<file path="src/rtl/vsg_pkg.sv">
package vsg_pkg;
   typedef logic [1:0] skew_t;
   localparam skew_t SKEW_NONE = 2'b00;
   localparam skew_t SKEW_OFF  = 2'b11;
   localparam int    SYNC_CW   = 4;
endpackage

</file>
<file path="src/rtl/vsg_border.sv">
module vsg_border #(
   parameter int W = 8
) (
   input  logic         clk,
   input  logic         rst_n,
   input  logic [W-1:0] count,
   input  logic [W-1:0] limit,
   output logic         border_nxt,
   output logic         border
);
   logic hit_set, hit_clr;
   assign hit_set = (count == limit);
   assign hit_clr = (count == '0);

   // set dominates clear when both fire
   always_comb begin
      if (hit_set)      border_nxt = 1'b1;
      else if (hit_clr) border_nxt = 1'b0;
      else              border_nxt = border;
   end

   always_ff @(posedge clk or negedge rst_n) begin
      if (!rst_n) border <= 1'b1;
      else        border <= border_nxt;
   end
endmodule

</file>
<file path="src/rtl/vsg_sync_ctr.sv">
module vsg_sync_ctr #(
   parameter int CW             = 4,
   parameter bit ZERO_MEANS_MAX = 1'b0
) (
   input  logic          clk,
   input  logic          rst_n,
   input  logic          start_hit,
   input  logic          step,
   input  logic [CW-1:0] width,
   output logic          active
);
   logic [CW-1:0] cnt;
   logic [CW-1:0] cnt_inc;
   logic          width_ok;

   assign cnt_inc = cnt + 1'b1;

   generate
      if (ZERO_MEANS_MAX) begin : g_zero_full
         assign width_ok = 1'b1;
      end else begin : g_zero_none
         assign width_ok = (width != '0);
      end
   endgenerate

   always_ff @(posedge clk or negedge rst_n) begin
      if (!rst_n) begin
         active <= 1'b0;
         cnt    <= '0;
      end else if (active) begin
         if (step) begin
            cnt <= cnt_inc;
            if (cnt_inc == width) active <= 1'b0;
         end
      end else if (start_hit && width_ok) begin
         active <= 1'b1;
         cnt    <= '0;
      end
   end
endmodule

</file>
<file path="src/rtl/vsg_skew.sv">
module vsg_skew #(
   parameter int MAX_SKEW = 2
) (
   input  logic              clk,
   input  logic              rst_n,
   input  logic              de_in,
   input  vsg_pkg::skew_t    sel,
   output logic              de_out
);
   localparam int NSTG = (MAX_SKEW < 1) ? 1 : MAX_SKEW;

   logic [NSTG:0] stage;
   assign stage[0] = de_in;

   generate
      for (genvar i = 1; i <= NSTG; i++) begin : g_stage
         always_ff @(posedge clk or negedge rst_n) begin
            if (!rst_n) stage[i] <= 1'b0;
            else        stage[i] <= stage[i-1];
         end
      end
   endgenerate

   logic de_pick;
   always_comb begin
      de_pick = 1'b0;
      if (sel != vsg_pkg::SKEW_OFF && int'(sel) <= MAX_SKEW)
         de_pick = stage[sel];
   end

   always_ff @(posedge clk or negedge rst_n) begin
      if (!rst_n) de_out <= 1'b0;
      else        de_out <= de_pick;
   end
endmodule

</file>
<file path="src/rtl/vsg_sync_gen.sv">
module vsg_sync_gen #(
   parameter int HCW      = 8,
   parameter int VLW      = 5,
   parameter int VCW      = 7,
   parameter int MAX_SKEW = 2
) (
   input  logic                       clk,
   input  logic                       rst_n,
   input  logic [HCW-1:0]             hcc,
   input  logic [VLW-1:0]             vlc,
   input  logic [VCW-1:0]             vcc,
   input  logic                       split_border,
   input  logic [HCW-1:0]             r_hdisp,
   input  logic [HCW-1:0]             r_hsync_pos,
   input  logic [2*vsg_pkg::SYNC_CW-1:0] r_sync_width,
   input  logic [VCW-1:0]             r_vdisp,
   input  logic [VCW-1:0]             r_vsync_pos,
   input  logic [1:0]                 r_skew,
   output logic                       hsync,
   output logic                       vsync,
   output logic                       disp_en
);
   localparam int SW = vsg_pkg::SYNC_CW;

   generate
      if (HCW < 4 || VCW < 2 || VLW < 1) begin : g_bad_width
         $error("vsg_sync_gen: counter widths too small");
      end
      if (MAX_SKEW < 1 || MAX_SKEW > 2) begin : g_bad_skew
         $error("vsg_sync_gen: MAX_SKEW must be 1 or 2");
      end
   endgenerate

   logic hb_nxt, hb_q, vb_nxt, vb_q;
   logic line_start, row_start;
   logic de_raw;

   assign line_start = (hcc == '0);
   assign row_start  = line_start && (vlc == '0);

   vsg_border #(.W(HCW)) u_hbrd (
      .clk(clk), .rst_n(rst_n), .count(hcc), .limit(r_hdisp),
      .border_nxt(hb_nxt), .border(hb_q));

   vsg_border #(.W(VCW)) u_vbrd (
      .clk(clk), .rst_n(rst_n), .count(vcc), .limit(r_vdisp),
      .border_nxt(vb_nxt), .border(vb_q));

   assign de_raw = ~(hb_nxt | vb_nxt | split_border);

   vsg_skew #(.MAX_SKEW(MAX_SKEW)) u_skew (
      .clk(clk), .rst_n(rst_n), .de_in(de_raw), .sel(r_skew),
      .de_out(disp_en));

   vsg_sync_ctr #(.CW(SW), .ZERO_MEANS_MAX(1'b0)) u_hctr (
      .clk(clk), .rst_n(rst_n),
      .start_hit(hcc == r_hsync_pos), .step(1'b1),
      .width(r_sync_width[SW-1:0]), .active(hsync));

   vsg_sync_ctr #(.CW(SW), .ZERO_MEANS_MAX(1'b1)) u_vctr (
      .clk(clk), .rst_n(rst_n),
      .start_hit(row_start && (vcc == r_vsync_pos)), .step(line_start),
      .width(r_sync_width[2*SW-1:SW]), .active(vsync));
endmodule

</file>
<file path="config.mk">
export PLATFORM = sky130hd
export DESIGN_NAME = vsg_sync_gen
export DESIGN_NICKNAME = d
export VERILOG_FILES = /design/src/rtl/vsg_pkg.sv /design/src/rtl/vsg_border.sv /design/src/rtl/vsg_sync_ctr.sv /design/src/rtl/vsg_skew.sv /design/src/rtl/vsg_sync_gen.sv
export SDC_FILE = /design/constraint.sdc
export NUM_CORES = 1
export LEC_CHECK = 0
export CORE_AREA = 10 10 65 67
export DETAILED_ROUTE_END_ITERATION = 16
export DIE_AREA = 0 0 75 77
export DONT_BUFFER_PORTS = 1
export SYNTH_ARGS = -nofsm -noshare
export SYNTH_HDL_FRONTEND = slang
export SYNTH_HIERARCHICAL = 1
export SYNTH_SLANG_ARGS = --single-unit
</file>
<file path="constraint.sdc">
create_clock -name clk -period 1.4 [get_ports clk]
set_input_delay 0.14 -clock clk [delete_from_list [all_inputs] [get_ports clk]]
set_output_delay 0.14 -clock clk [all_outputs]
set_load 0.05 [all_outputs]
</file>
==> impl_metrics.csv <==
group,metric,value,unit
global_routing,grt_pass1_wl,4.89,mm
pwr,combPwrFrac,0.389,
drt,via_per_inst,5.59,
synthesis,ys_seq_area_frac,0.323,
floorplan,boundaryPins,66,
min_path,hold_path_class,"in2reg",
floorplan,dieArea,5780,sq um
finish,layout-drive-gt1-share,0.176,
synthesis,ys_warn_count,6,
cts,clock-root-buffer,"clkbuf_4",
flow_run,cap_viol_max_count,0,
sta,slew_headroom,0.548,
cts,htreeDepth,1,
finish,seqCellArea,378,sq um
drt,drt_pre_antenna_iters,4,
finish,area_delta_synth_final,15.9,%
pwr,power.leakage,0.000540,uW
cts,cts_sinks,15,
sta,tns,0,ps
cts,path_clk_slew,100,ps
synthesis,synth_cell_type_count,30,
setup_path,slowest_stage,"dfrtp_1",
synthesis,synth_cells,120,
floorplan,die_w,75,microns
global_routing,grt_max_degree,16,
global_routing,grt_pass1_vias,1021,
pwr,power.ir.vdd_worst,0.294,mV
sta,drv_slew,0,
drt,wire_per_inst,18.7,microns
setup_path,crit_chain,"ha_4 > xnor2_2 > nand3_1 > o31ai_2 > nand2_1",
place,dp.cells,163,
finish,num_antenna_cells,0,
pwr,p_seq_frac,0.433,
finish,instances_no_fill,169,
setup_path,end_kind,"register",
pwr,p_int,959,uW
setup_path,max_stage_delay,430,ps
setup_path,worst-path-buf-inv,0,
finish,multi_input_comb_area,833,sq um
floorplan,coreArea,2980,sq um
sta,timing.final.hold_violations,0,
cts,post_cts_buffers,0,
pwr,pwr-share-clk,0.178,
setup_path,cp.arrival,1490,ps
sta,fmax,762,MHz
place,pre_cts_slack,-208,ps
sta,min_period,1310,ps
setup_path,cp-start-kind,"register",
sta,rsz0062_at_grt,"false",
drt,vias,945,
cts,cts_tree,"built",
floorplan,chipHeight,77,microns
synthesis,synth_seq_cells,15,
pwr,switchingPower,510,uW
cts,clk_latency,290,ps
sta,timing.final.ws_setup,87.1,ps
global_routing,antenna_found_initial,0,
setup_path,critical-path-top-delay-family,"flip-flops",
global_routing,overflow,0,
pwr,p_per_area,1080,nW/um^2
place,globalplace.congestion,0.849,
pwr,power,1470,uW
floorplan,row_count,20,
finish,nets,202,
place,hpwl,2.70,mm
global_routing,grt.total_usage,0.106,
outcome,outcome,"completed",
drt,initialDrtViolationCount,49,
finish,nFillCells,271,
place,port_buffers,0,
floorplan,initial_core_util,0.393,
sta,post-route-period-util,0.938,
drt,drtAntennaViolNets,0,
sta,tightestPinTransition,676,ps
setup_path,crit_required,1580,ps
drt,drt-total-wl,3.16,mm
sta,finalSetupViolations,0,
pwr,swShare,0.347,
setup_path,worstPathMaxFanout,2,
cts,cts_buffer_depth,2,
setup_path,worstSetupPathType,"reg2reg",
synthesis,avgSynthCellArea,9.75,sq um
sta,skew,5.84,ps
setup_path,regToRegSetupSlack,90,ps
cts,cts-buffers-inserted,3,
synthesis,synth_area,1170,sq um
drt,drc,0,
[synth_stat cells (all sizes together)]
| master | number | area (sq um) |
|---|---|---|
| o41ai | 2 | 25.0 |
| o31ai | 1 | 7.51 |
| xor2 | 15 | 131 |
| inv | 1 | 3.75 |
| nor4 | 2 | 12.5 |
| dfstp | 2 | 52.6 |
| xnor2 | 31 | 272 |
| nor2 | 4 | 15.0 |
| mux2 | 1 | 11.3 |
| a21oi | 1 | 5.00 |
| a22o | 4 | 36.3 |
| nand4 | 6 | 37.5 |
| mux2i | 2 | 20.0 |
| dfrtp | 13 | 325 |
| nor3 | 3 | 15.0 |
| ha | 2 | 25.0 |
| nand3b | 2 | 18.8 |
| conb | 1 | 3.75 |
| and3 | 1 | 6.26 |
| nand2 | 6 | 22.5 |
| a31oi | 1 | 6.26 |
| or4 | 7 | 56.3 |
| nand3 | 7 | 35.0 |
| o22ai | 1 | 6.26 |
| o21ai | 4 | 20.0 |
[state kept, by name, summed over array words and instances (netlist names)]
name,cells
u_hbrd/border,1
u_hctr/active,1
u_hctr/cnt,4
u_skew/de_out,1
u_skew/stage,2
u_vbrd/border,1
u_vctr/active,1
u_vctr/cnt,4
[placed cells by master, fill, tap and decap left out, types with 2 or more instances in the layout]
master / n
dfstp_2: 2
mux2i_1: 2
nand4_1: 6
nor4_1: 2
clkbuf_4: 3
nor3_1: 3
nand2_1: 6
or4_4: 2
buf_4: 7
nand3_1: 7
nor2_1: 2
nor2_2: 2
or4_1: 5
o21ai_1: 3
dfrtp_1: 13
xnor2_1: 30
conb_1: 4
a22o_1: 3
xor2_1: 15
dlygate4sd3_1: 2
[layer usage]
metal	track usage	share of wire
met1	0.120	0.37
met2	0.167	0.50
met3	0.0463	0.12
met4	0.0455	0.012
met5	0	0
[power by group through the flow]
stage	Sequential [uW]	Combinational [uW]	Clock, uW
2_1_floorplan	659	331	0
3_3_place_gp	628	482	0
3_5_place_dp	630	496	0
4_1_cts	625	512	274
5_1_grt	647	631	296
6_report	636	571	262
[cell families after synthesis]
| kind of cell | count (synthesis) | synth area share |
|---|---|---|
| buffers and inverters | 1 | 0.00321 |
| and+or+nand+nor | 38 | 0.187 |
| AOI/OAI and AO/OA | 14 | 0.0909 |
| DFF | 15 | 0.323 |
| xor gates and xnor gates | 46 | 0.344 |
| adders and majority gates | 2 | 0.0214 |
| muxes | 3 | 0.0267 |
| other | 1 | 0.00321 |
[layout make-up]
class / count / share of cell area
Multi-Input combinational cell: 107 / 0.614
Sequential cell: 15 / 0.279
Timing Repair Buffer: 9 / 0.0535
Tap cell: 33 / 0.0304
Clock buffer: 3 / 0.0166
Clock inverter: 1 / 0.00369
Inverter: 1 / 0.00277
[stage by stage]
step	utilization	hold WS [ps]	instance area [sq um]
floorplan	-	-156	1190
global placement	0.431	-155	1280
detailed placement	0.431	-155	1280
CTS	0.447	8.83	1330
global route	0.455	25.3	1360
finish	0.455	11.8	1360
[worst register-to-register path, cell delays in order, from the launching register on]
cell and delay (ps):
dfrtp_1 430, ha_4 300, xnor2_2 100, nand3_1 90, o31ai_2 210, nand2_1 70
[final timing paths]
path	startpoint	end	cells past startpoint
setup reg to reg	u_hctr/cnt[0]$_DFFE_PN0P_	u_hctr/active$_DFF_PN0_	5
hold / removal	vcc[6]	u_vbrd/border$_DFF_PN1_	2
max in group asynchronous	rst_n	u_hctr/cnt[2]$_DFFE_PN0P_	1
min in group asynchronous	rst_n	u_vctr/active$_DFF_PN0_	1
setup / recovery	u_hctr/cnt[0]$_DFFE_PN0P_	u_hctr/active$_DFF_PN0_	5
hold reg to reg	u_skew/stage[1]$_DFF_PN0_	u_skew/stage[2]$_DFF_PN0_	0
[what timing repair did]
action,4_1_cts,5_1_grt
endpoints found under the setup margin,0,1
hold buffers,2,0
hold endpoints to repair,16,0
gates resized for setup,0,3
No activity file was read; power rests on OpenSTA's default activity.
